===== src/rtl/pwrup_pkg.sv =====
package pwrup_pkg;

  localparam int MODE_W = 12;

  typedef logic [3:0] cmd_t;  // {cs_n, ras_n, cas_n, we_n}

  localparam cmd_t CMD_NOP = 4'b0111;
  localparam cmd_t CMD_PRE = 4'b0010;
  localparam cmd_t CMD_REF = 4'b0001;
  localparam cmd_t CMD_LMR = 4'b0000;

  typedef enum logic [3:0] {
    ST_WAIT,
    ST_PRE,
    ST_WRP,
    ST_REF1,
    ST_WRFC1,
    ST_REF2,
    ST_WRFC2,
    ST_LMR,
    ST_WMRD,
    ST_DONE
  } state_t;

endpackage


===== src/rtl/pwrup_timer.sv =====
module pwrup_timer #(
  parameter int          CNT_W = 8,
  parameter int unsigned INIT  = 0
) (
  input  logic             clk,
  input  logic             rst_n,
  input  logic             load,
  input  logic [CNT_W-1:0] load_val,
  output logic             zero
);

  logic [CNT_W-1:0] cnt_q;

  always_ff @(posedge clk or negedge rst_n) begin
    if (!rst_n)           cnt_q <= CNT_W'(INIT);
    else if (load)        cnt_q <= load_val;
    else if (cnt_q != '0) cnt_q <= cnt_q - 1'b1;
  end

  assign zero = (cnt_q == '0);

  // while counting down, the count never falls by more than one per cycle
  assert_count_step_R2: assert property (@(posedge clk) disable iff (!rst_n)
    (!load && !zero) |=> (cnt_q == $past(cnt_q) - 1'b1));

endmodule


===== src/rtl/pwrup_mode_sanitize.sv =====
module pwrup_mode_sanitize
  import pwrup_pkg::*;
(
  input  logic [MODE_W-1:0] mode_in,
  output logic [MODE_W-1:0] mode_out,
  output logic              mode_bad
);

  logic [2:0] bl_f;
  logic       bt_f;
  logic [2:0] cl_f;
  logic       wb_f;
  logic       cl_bad;
  logic       bl_bad;

  always_comb begin
    bl_f = mode_in[2:0];
    bt_f = mode_in[3];
    cl_f = mode_in[6:4];
    wb_f = mode_in[9];

    cl_bad = !(cl_f == 3'd2 || cl_f == 3'd3);
    unique case (bl_f)
      3'd0, 3'd1, 3'd2, 3'd3: bl_bad = 1'b0;
      3'd7:                   bl_bad = bt_f;  // full page only in sequential order
      default:                bl_bad = 1'b1;
    endcase

    mode_bad = cl_bad || bl_bad;

    // substitute safe fields for a reserved request
    if (mode_bad) begin
      cl_f = 3'd3;
      bl_f = 3'd0;
    end

    mode_out = {2'b00, wb_f, 2'b00, cl_f, bt_f, bl_f};
  end

endmodule


===== src/rtl/pwrup_cmd_reg.sv =====
module pwrup_cmd_reg
  import pwrup_pkg::*;
#(
  parameter int ADDR_W = 12,
  parameter int BA_W   = 2
) (
  input  logic              clk,
  input  logic              rst_n,
  input  state_t            state_d,
  input  logic [MODE_W-1:0] mode_word,
  input  logic              mode_bad,
  output cmd_t              cmd,
  output logic [ADDR_W-1:0] addr,
  output logic [BA_W-1:0]   ba,
  output logic              done,
  output logic              err
);

  localparam int PRE_ALL_BIT = 10;

  cmd_t              cmd_d;
  logic [ADDR_W-1:0] addr_d;

  always_comb begin
    cmd_d  = CMD_NOP;
    addr_d = '0;
    unique case (state_d)
      ST_PRE: begin
        cmd_d               = CMD_PRE;
        addr_d[PRE_ALL_BIT] = 1'b1;
      end
      ST_REF1, ST_REF2: cmd_d = CMD_REF;
      ST_LMR: begin
        cmd_d                = CMD_LMR;
        addr_d[MODE_W-1:0]   = mode_word;
      end
      default: cmd_d = CMD_NOP;
    endcase
  end

  always_ff @(posedge clk or negedge rst_n) begin
    if (!rst_n) begin
      cmd  <= CMD_NOP;
      addr <= '0;
      ba   <= '0;
      done <= 1'b0;
      err  <= 1'b0;
    end else begin
      cmd  <= cmd_d;
      addr <= addr_d;
      ba   <= '0;
      done <= (state_d == ST_DONE);
      if (state_d == ST_LMR && mode_bad) err <= 1'b1;
    end
  end

  // once done, only NOP with a quiet address bus
  assert_done_quiet_R8: assert property (@(posedge clk) disable iff (!rst_n)
    done |-> (cmd == CMD_NOP && addr == '0));

  // done never falls without reset
  assert_done_sticky_R8: assert property (@(posedge clk) disable iff (!rst_n)
    done |=> done);

  // error flag is sticky
  assert_err_sticky_R6: assert property (@(posedge clk) disable iff (!rst_n)
    err |=> err);

  // precharge always targets all banks
  assert_pre_all_R2: assert property (@(posedge clk) disable iff (!rst_n)
    (cmd == CMD_PRE) |-> (addr[PRE_ALL_BIT] && ba == '0));

  // reserved and operating-mode bits are zero in the loaded word
  assert_mode_clean_R5: assert property (@(posedge clk) disable iff (!rst_n)
    (cmd == CMD_LMR) |-> (addr[11:10] == 2'b00 && addr[8:7] == 2'b00));

  // the loaded CAS latency is always a supported one
  assert_mode_cl_R6: assert property (@(posedge clk) disable iff (!rst_n)
    (cmd == CMD_LMR) |-> (addr[6:4] == 3'd2 || addr[6:4] == 3'd3));

endmodule


===== src/rtl/sdram_powerup_seq.sv =====
module sdram_powerup_seq
  import pwrup_pkg::*;
#(
  parameter int T_STABLE = 5000,
  parameter int T_RP     = 3,
  parameter int T_RFC    = 8,
  parameter int T_MRD    = 2,
  parameter int ADDR_W   = 12,
  parameter int BA_W     = 2
) (
  input  logic              clk,
  input  logic              rst_n,
  input  logic [MODE_W-1:0] cfg_mode,
  output logic              cmd_cs_n,
  output logic              cmd_ras_n,
  output logic              cmd_cas_n,
  output logic              cmd_we_n,
  output logic [ADDR_W-1:0] cmd_addr,
  output logic [BA_W-1:0]   cmd_ba,
  output logic              init_done,
  output logic              cfg_err
);

  localparam int T_MAX1 = (T_STABLE > T_RP)  ? T_STABLE : T_RP;
  localparam int T_MAX2 = (T_RFC   > T_MRD) ? T_RFC    : T_MRD;
  localparam int T_MAX  = (T_MAX1  > T_MAX2) ? T_MAX1  : T_MAX2;
  localparam int CNT_W  = $clog2(T_MAX + 1);

  state_t            state_q;
  state_t            state_d;
  logic              tmr_load;
  logic [CNT_W-1:0]  tmr_val;
  logic              tmr_zero;
  logic [MODE_W-1:0] mode_clean;
  logic              mode_bad;
  cmd_t              cmd;

  pwrup_timer #(
    .CNT_W (CNT_W),
    .INIT  (T_STABLE - 1)
  ) u_timer (
    .clk      (clk),
    .rst_n    (rst_n),
    .load     (tmr_load),
    .load_val (tmr_val),
    .zero     (tmr_zero)
  );

  pwrup_mode_sanitize u_sanitize (
    .mode_in  (cfg_mode),
    .mode_out (mode_clean),
    .mode_bad (mode_bad)
  );

  always_comb begin
    state_d  = state_q;
    tmr_load = 1'b0;
    tmr_val  = '0;
    unique case (state_q)
      ST_WAIT:  if (tmr_zero) state_d = ST_PRE;
      ST_PRE: begin
        state_d  = ST_WRP;
        tmr_load = 1'b1;
        tmr_val  = CNT_W'(T_RP - 1);
      end
      ST_WRP:   if (tmr_zero) state_d = ST_REF1;
      ST_REF1: begin
        state_d  = ST_WRFC1;
        tmr_load = 1'b1;
        tmr_val  = CNT_W'(T_RFC - 1);
      end
      ST_WRFC1: if (tmr_zero) state_d = ST_REF2;
      ST_REF2: begin
        state_d  = ST_WRFC2;
        tmr_load = 1'b1;
        tmr_val  = CNT_W'(T_RFC - 1);
      end
      ST_WRFC2: if (tmr_zero) state_d = ST_LMR;
      ST_LMR: begin
        state_d  = ST_WMRD;
        tmr_load = 1'b1;
        tmr_val  = CNT_W'(T_MRD - 1);
      end
      ST_WMRD:  if (tmr_zero) state_d = ST_DONE;
      ST_DONE:  state_d = ST_DONE;
      default:  state_d = ST_WAIT;
    endcase
  end

  always_ff @(posedge clk or negedge rst_n) begin
    if (!rst_n) state_q <= ST_WAIT;
    else        state_q <= state_d;
  end

  pwrup_cmd_reg #(
    .ADDR_W (ADDR_W),
    .BA_W   (BA_W)
  ) u_cmd (
    .clk       (clk),
    .rst_n     (rst_n),
    .state_d   (state_d),
    .mode_word (mode_clean),
    .mode_bad  (mode_bad),
    .cmd       (cmd),
    .addr      (cmd_addr),
    .ba        (cmd_ba),
    .done      (init_done),
    .err       (cfg_err)
  );

  assign {cmd_cs_n, cmd_ras_n, cmd_cas_n, cmd_we_n} = cmd;

  // refresh bookkeeping for the ordering checks below
  logic [1:0] ref_seen;
  logic       pre_seen;

  always_ff @(posedge clk or negedge rst_n) begin
    if (!rst_n) begin
      ref_seen <= '0;
      pre_seen <= 1'b0;
    end else begin
      if (cmd == CMD_REF && ref_seen != 2'd3) ref_seen <= ref_seen + 1'b1;
      if (cmd == CMD_PRE) pre_seen <= 1'b1;
    end
  end

  // the mode load follows exactly two refreshes
  assert_two_refresh_R4: assert property (@(posedge clk) disable iff (!rst_n)
    (cmd == CMD_LMR) |-> (ref_seen == 2'd2));

  // never a third refresh
  assert_no_extra_ref_R4: assert property (@(posedge clk) disable iff (!rst_n)
    (cmd == CMD_REF) |-> (ref_seen < 2'd2));

  // refreshes only after the precharge-all
  assert_ref_after_pre_R3: assert property (@(posedge clk) disable iff (!rst_n)
    (cmd == CMD_REF) |-> pre_seen);

  // the precharge is issued once
  assert_single_pre_R2: assert property (@(posedge clk) disable iff (!rst_n)
    (cmd == CMD_PRE) |-> !pre_seen);

  // the cycle after the mode load is a NOP and done is still low
  assert_mrd_gap_R8: assert property (@(posedge clk) disable iff (!rst_n)
    (cmd == CMD_LMR) |=> (cmd == CMD_NOP && !init_done));

endmodule


===== config.mk =====
export PLATFORM = sky130hd
export DESIGN_NAME = sdram_powerup_seq
export DESIGN_NICKNAME = d
export VERILOG_FILES = /design/src/rtl/pwrup_pkg.sv /design/src/rtl/pwrup_timer.sv /design/src/rtl/pwrup_mode_sanitize.sv /design/src/rtl/pwrup_cmd_reg.sv /design/src/rtl/sdram_powerup_seq.sv
export SDC_FILE = /design/constraint.sdc
export NUM_CORES = 1
export LEC_CHECK = 0
export ABC_AREA = 1
export BUFFER_PORTS_ARGS = -buffer_cell sky130_fd_sc_hd__buf_4
export CORE_ASPECT_RATIO = 0.9
export CORE_MARGIN = 3
export CORE_UTILIZATION = 50
export DETAILED_ROUTE_END_ITERATION = 6
export HOLD_SLACK_MARGIN = 0.03
export PLACE_DENSITY = 0.74
export SYNTH_ARGS = -nofsm -noshare
export SYNTH_HDL_FRONTEND = slang
export SYNTH_SLANG_ARGS = --single-unit

===== constraint.sdc =====
create_clock -name clk -period 4 [get_ports clk]
set_input_delay 0.4 -clock clk [delete_from_list [all_inputs] [get_ports clk]]
set_output_delay 0.4 -clock clk [all_outputs]
set_load 0.03 [all_outputs]

### Word level (Yosys, flattened, before mapping)

Cells that the tools add are included.

* multiplexer cells: 16
* eq/ne operators: 20
* add/subtract/negate cells: 1
* reductions and logical operators: 13

Operator list (count)
* 4-bit one-hot mux with 10 select lines: 1
* 13-bit 2-to-1 mux: 2
* 4-bit by 3-bit == test with 1-bit output (second input constant): 6
* 4-bit 2-to-1 mux: 5
* 3-bit one-hot mux with 3 select lines: 2
* 13-bit logical NOT: 1
* 13-bit nonzero test: 1
* 13-bit by 1-bit subtractor with 13-bit output (second input constant): 1
* 3-bit by 2-bit == test with 1-bit output (second input constant): 4
* 4-bit by 2-bit == test with 1-bit output (second input constant): 3
* 4-bit == test (second input constant): 3
* 10-bit 2-to-1 mux: 1
* 4-bit by 1-bit == test with 1-bit output (second input constant): 2
* 4-bit OR reduction: 2
* 3-bit 2-to-1 mux: 2
* 4-bit logical NOT: 1
* 2-bit OR reduction: 2
* 3-bit by 1-bit == test with 1-bit output (second input constant): 1
* 3-bit == test (second input constant): 1
* 3-bit logical NOT: 1
* 1-bit logical OR: 2
* 1-bit 2-to-1 mux: 2
* 1-bit one-hot mux with 2 select lines: 1
* 2-bit nonzero test: 1
* other kinds (2): 2

* register bits: 33
* word-level logic and storage cells: 56
* output and inout bits: 20
* bits of input ports: 14

### Longest topological paths before layout

* depth after elaboration: 6
* gate-level depth with buffers: 9
* mapped depth without buffers: 9

### Cells and area by module

A second synthesis with hierarchy kept.

* cells, all modules: 258
* area, all modules: 1963.1 µm²

By module, submodules not included
* pwrup_timer: area each 919.6 µm², instances 1, cells each 135, sequential area each 334.1 µm²
* pwrup_cmd_reg: area each 685.7 µm², instances 1, cells each 66, sequential area each 429.2 µm²
* sdram_powerup_seq: area each 214.0 µm², instances 1, cells each 33, sequential area each 100.1 µm²
* pwrup_mode_sanitize: area each 143.9 µm², instances 1, cells each 24, sequential area each 0.0 µm²

### Worst setup path before layout

Ideal clock, no wire load.

* path kind: reg2reg
* from: register u_timer.cnt_q[0]
* to: register u_cmd.err
* data required time: 3.882 ns
* period minus slack after synthesis: 1.520 ns
* setup time: 0.118 ns
* path buffers: 0
* setup slack: 2.480 ns
* cell stages (with the launch flop): 10
* arrival: 1.402 ns
* cell sequence: dfstp_2 inv_1 ha_1 nand2_2 nor2_4 nand2_4 nand2_4 nand2_4 inv_2 a21o_1

* longest elaborated chain between the ends: 5
* elaborated cells between the ends (all ways): 9
* those cells by class: 1 x eq/ne; 6 x mux; 2 x reduce/logical

RTL lines
* start, declared: line pwrup_timer.sv:12 `logic [CNT_W-1:0] cnt_q;`
* start signal, assigned: line pwrup_timer.sv:15 `if (!rst_n) cnt_q <= CNT_W'(INIT);`
* start signal, assigned: line pwrup_timer.sv:16 `else if (load) cnt_q <= load_val;`
* start signal, assigned: line pwrup_timer.sv:17 `else if (cnt_q != '0) cnt_q <= cnt_q - 1'b1;`
* 13-bit logical NOT *: line pwrup_timer.sv:20 `assign zero = (cnt_q == '0);`
* 4-bit 2-to-1 mux, on equally long branches
* 4-bit one-hot mux with 10 select lines *: line sdram_powerup_seq.sv:59 `unique case (state_q)`
* 4-bit by 3-bit == test with 1-bit output *: line pwrup_cmd_reg.sv:53 `if (state_d == ST_LMR && mode_bad) err <= 1'b1;`
* 1-bit logical AND *: line pwrup_cmd_reg.sv:53
* end signal, assigned: line pwrup_cmd_reg.sv:47 `err <= 1'b0;`
* end signal, assigned: line pwrup_cmd_reg.sv:53
* end, declared: line pwrup_cmd_reg.sv:16 `output logic err`

Mark *: on every way between the ends. The rest lies on a longest branch, timed or not.
A chain may end at the register's enable or synchronous reset.

### Worst setup path after layout

Same ends and word-level chain as after synthesis.

==> run_results.csv <==
group,metric,value,unit
critical_path,reg2reg_from,"u_timer.cnt_q[0]",
critical_path,critPathLaunch,"u_timer.cnt_q[0]",
critical_path,critPathLaunchType,"flop",
critical_path,cp_slowest_cell,"dfstp_2",
pwr,powerDensity,286,nW/µm²
critical_path,end_kind,"flop",
routing,met1Wirelength,1230,µm
logic_synthesis,syn-instance-count,174,
finish,area_growth_syn_to_layout,16.3,%
timing,grt_setup_unrepaired,"no",
critical_path,crit_top_cell,"nand2_4",
clock_tree,clk_latency,0.33,ns
clock_tree,htreeDepth,2,
finish,nFillCells,252,
logic_synthesis,async_flop_share,100,%
critical_path,crit_fanout,7,
pwr,finalPower,0.514,mW
pwr,p_leak,0.980,nW
critical_path,cp_slowest_stage_delay,0.54,ns
finish,diodes,0,
clock_tree,cts.path.max_buffers,2,
floorplan,num_io_pins,34,
place,gp_congestion,0.831,
timing,hold_viol_final,0,
status,outcome,"completed",
routing,met2_length,1420,µm
place,place_area,1730,µm²
grt,grt_first_pass_wirelength,4810,µm
timing,slew_viol_final,0,
routing,first_pass_iters,4,
critical_path,crit_arrival,1.90,ns
clock_tree,worst_setup_hold_path_clk_slew,0.10,ns
logic_synthesis,yosys-top-cells-count,"33 x nand2_1, 27 x nor2_1, 21 x dfrtp_1",
floorplan,row_count,18,
logic_synthesis,synthDominantCellAreaShare,34.1,%
timing,finalSetupViolations,0,
logic_synthesis,ys_ff_latch,31,
logic_synthesis,yosysTopAreaCell,"dfrtp_1",
pwr,ir_worst_vdd,0.204,mV
grt,grt_max_degree,32,
logic_synthesis,ys_warn_count,0,
clock_tree,cts_sinks,31,
critical_path,path_cells,"inv_1, ha_1, nand2_2, nor2_4, nand2_4, nand2_4, nand2_4, inv_2, a21o_1",
place,dpl.hpwl,2080,µm
clock_tree,cts_tree,"built",
timing,finalSetupTns,0,ns
run,drv_cap,0,
routing,via_per_inst,4.76,
grt,grt_antenna_before_repair,0,
logic_synthesis,yosysSeqAreaShare,51.1,%
logic_synthesis,yosysMostFrequentCell,"nand2_1",
logic_synthesis,synth_ff_type,"dfrtp_1",
timing,fmax,0.596,GHz
routing,drc,0,
critical_path,path_class,"reg -> reg",
routing,wl_per_cell,11.4,µm
floorplan,fp.dieH,58.7,µm
timing,timing.hold.ws,0.279,ns
timing,min_period,1.68,ns
floorplan,initial_core_util,54.4,%
grt,track_usage,16.9,%
logic_synthesis,yosys-top-cells-area,"dfrtp_1 34%, dfstp_2 17%, nand2_1 8.0%, nor2_1 6.6%, inv_1 4.4%",
floorplan,fp.dieW,64.6,µm
finish,final_area,1790,µm²
critical_path,cp_data_required_time,4.22,ns
place,dp_cells,236,
logic_synthesis,synth-edff-count,0,
clock_tree,postCtsSetupRepairBufs,0,
routing,wl_met3,130,µm
finish,drive_above_1_share,29.3,%
clock_tree,cts_root_buf,"clkbuf_4",
routing,ant_nets,0,
routing,vias,1167,
timing,fin_crit_sh,41.9,%
grt,grt_pass1_vias,1119,
logic_synthesis,synth_cell_types,32,
routing,wl,2800,µm
finish,layout.cells.non_filler,245,
logic_synthesis,syn_area,1540,µm²
timing,fin_skew,0.0130,ns
floorplan,die-area,3790,µm²
floorplan,coreArea,2840,µm²
routing,top_layer,"met4",
place,portBuffers,23,
hold_path,worstHoldStart,"cfg_mode[9]",
logic_synthesis,synth_area_per_cell,8.87,µm²
routing,initialDrtViolationCount,59,
finish,nNetsFinal,219,
hold_path,hold_class,"in -> reg",
clock_tree,cts_made_buffers,5,
grt,grt-ovfl-total,0,
metal layers:
| metal | vias to the layer above | track usage (%) |
|---|---|---|
| li1 | 595 | - |
| met1 | 538 | 19.4 |
| met2 | 29 | 28.4 |
| met3 | 5 | 5.73 |
| met4 | 0 | 8.73 |
| met5 | - | 0 |
through the flow:
step	utilization [%]	setup WS, ns
finish	63.2	2.32
global route	63.2	2.26
CTS	63.2	2.32
detailed placement	61.0	2.34
global placement	61.0	2.37
floorplan	-	2.48
cells in the final DEF, fill, tap and decap left out, drive strengths merged:
cell type and count:
ha 1, dfrtp 21, nor3b 2, conb 7, xor2 2, nand4 3
dfstp 10, o21ai 6, nand3 7, nor2 32, xnor2 3, dlygate4sd3 1
or2 1, a21oi 4, clkbuf 5, o31ai 1, a31oi 2, a21boi 1
o21a 1, nor3 6, nand3b 1, inv 22, clkinv 3, a211oi 1
a21o 1, buf 23, nand2 38
area by class of cell:
type	count	area, µm²	area share (%)
Clock inverter	3	15.0	0.837
Timing Repair Buffer	24	183	10.2
Clock buffer	5	37.5	2.09
Tap cell	40	50.0	2.79
Sequential cell	31	788	43.9
Multi-Input combinational cell	120	638	35.6
Inverter	22	82.6	4.60
cell families (layout without fill, tap and decap cells):
logic type / after synthesis / after routing / share of synthesized area (%)
AND/OR/NAND/NOR: 90 / 90 / 29.2
flip-flops: 31 / 31 / 51.1
buffers and inverters: 29 / 54 / 9.00
AO/OA/AOI/OAI: 17 / 17 / 6.81
XOR/XNOR: 5 / 5 / 2.84
adder cells (fa/ha/maj): 1 / 1 / 0.811
other: 1 / 7 / 0.243
power breakdown:
group	internal [mW]	total, mW	switching, mW
logic	0.00889	0.0276	0.0187
registers	0.315	0.315	0.000422
clock network	0.0652	0.171	0.106
total	0.389	0.514	0.125
timing repair:
| item | CTS | global route |
|---|---|---|
| resized for setup | 0 | 0 |
| hold buffers | 1 | 0 |
| endpoints found under the hold margin | 21 | 0 |
registers in the layout, indices dropped and copies added, names as in the netlist:
register	cells
state_q	4
u_cmd.cmd	3
u_cmd.done	1
u_timer.cnt_q	13
u_cmd.err	1
u_cmd.addr	9
worst paths after layout:
path,to,slack (ns),cells after the start
max in group asynchronous,u_cmd.cmd[1],3.15,2
min in group asynchronous,u_timer.cnt_q[5],0.52,2
setup reg to reg,u_cmd.err,2.32,9
hold / removal,u_cmd.addr[9],0.28,3
hold reg to reg,u_timer.cnt_q[12],0.47,2
setup / recovery,u_cmd.err,2.32,9
critical path: cells and delay by family, from the launching register on:
kind	cells	cell delay [ns]
adder cells (fa/ha/maj)	1	0.26
AND/OR/NAND/NOR	5	0.52
flip-flops	1	0.54
AO/OA/AOI/OAI	1	0.14
buffers and inverters	2	0.11
(Power assumes the default switching activity.)
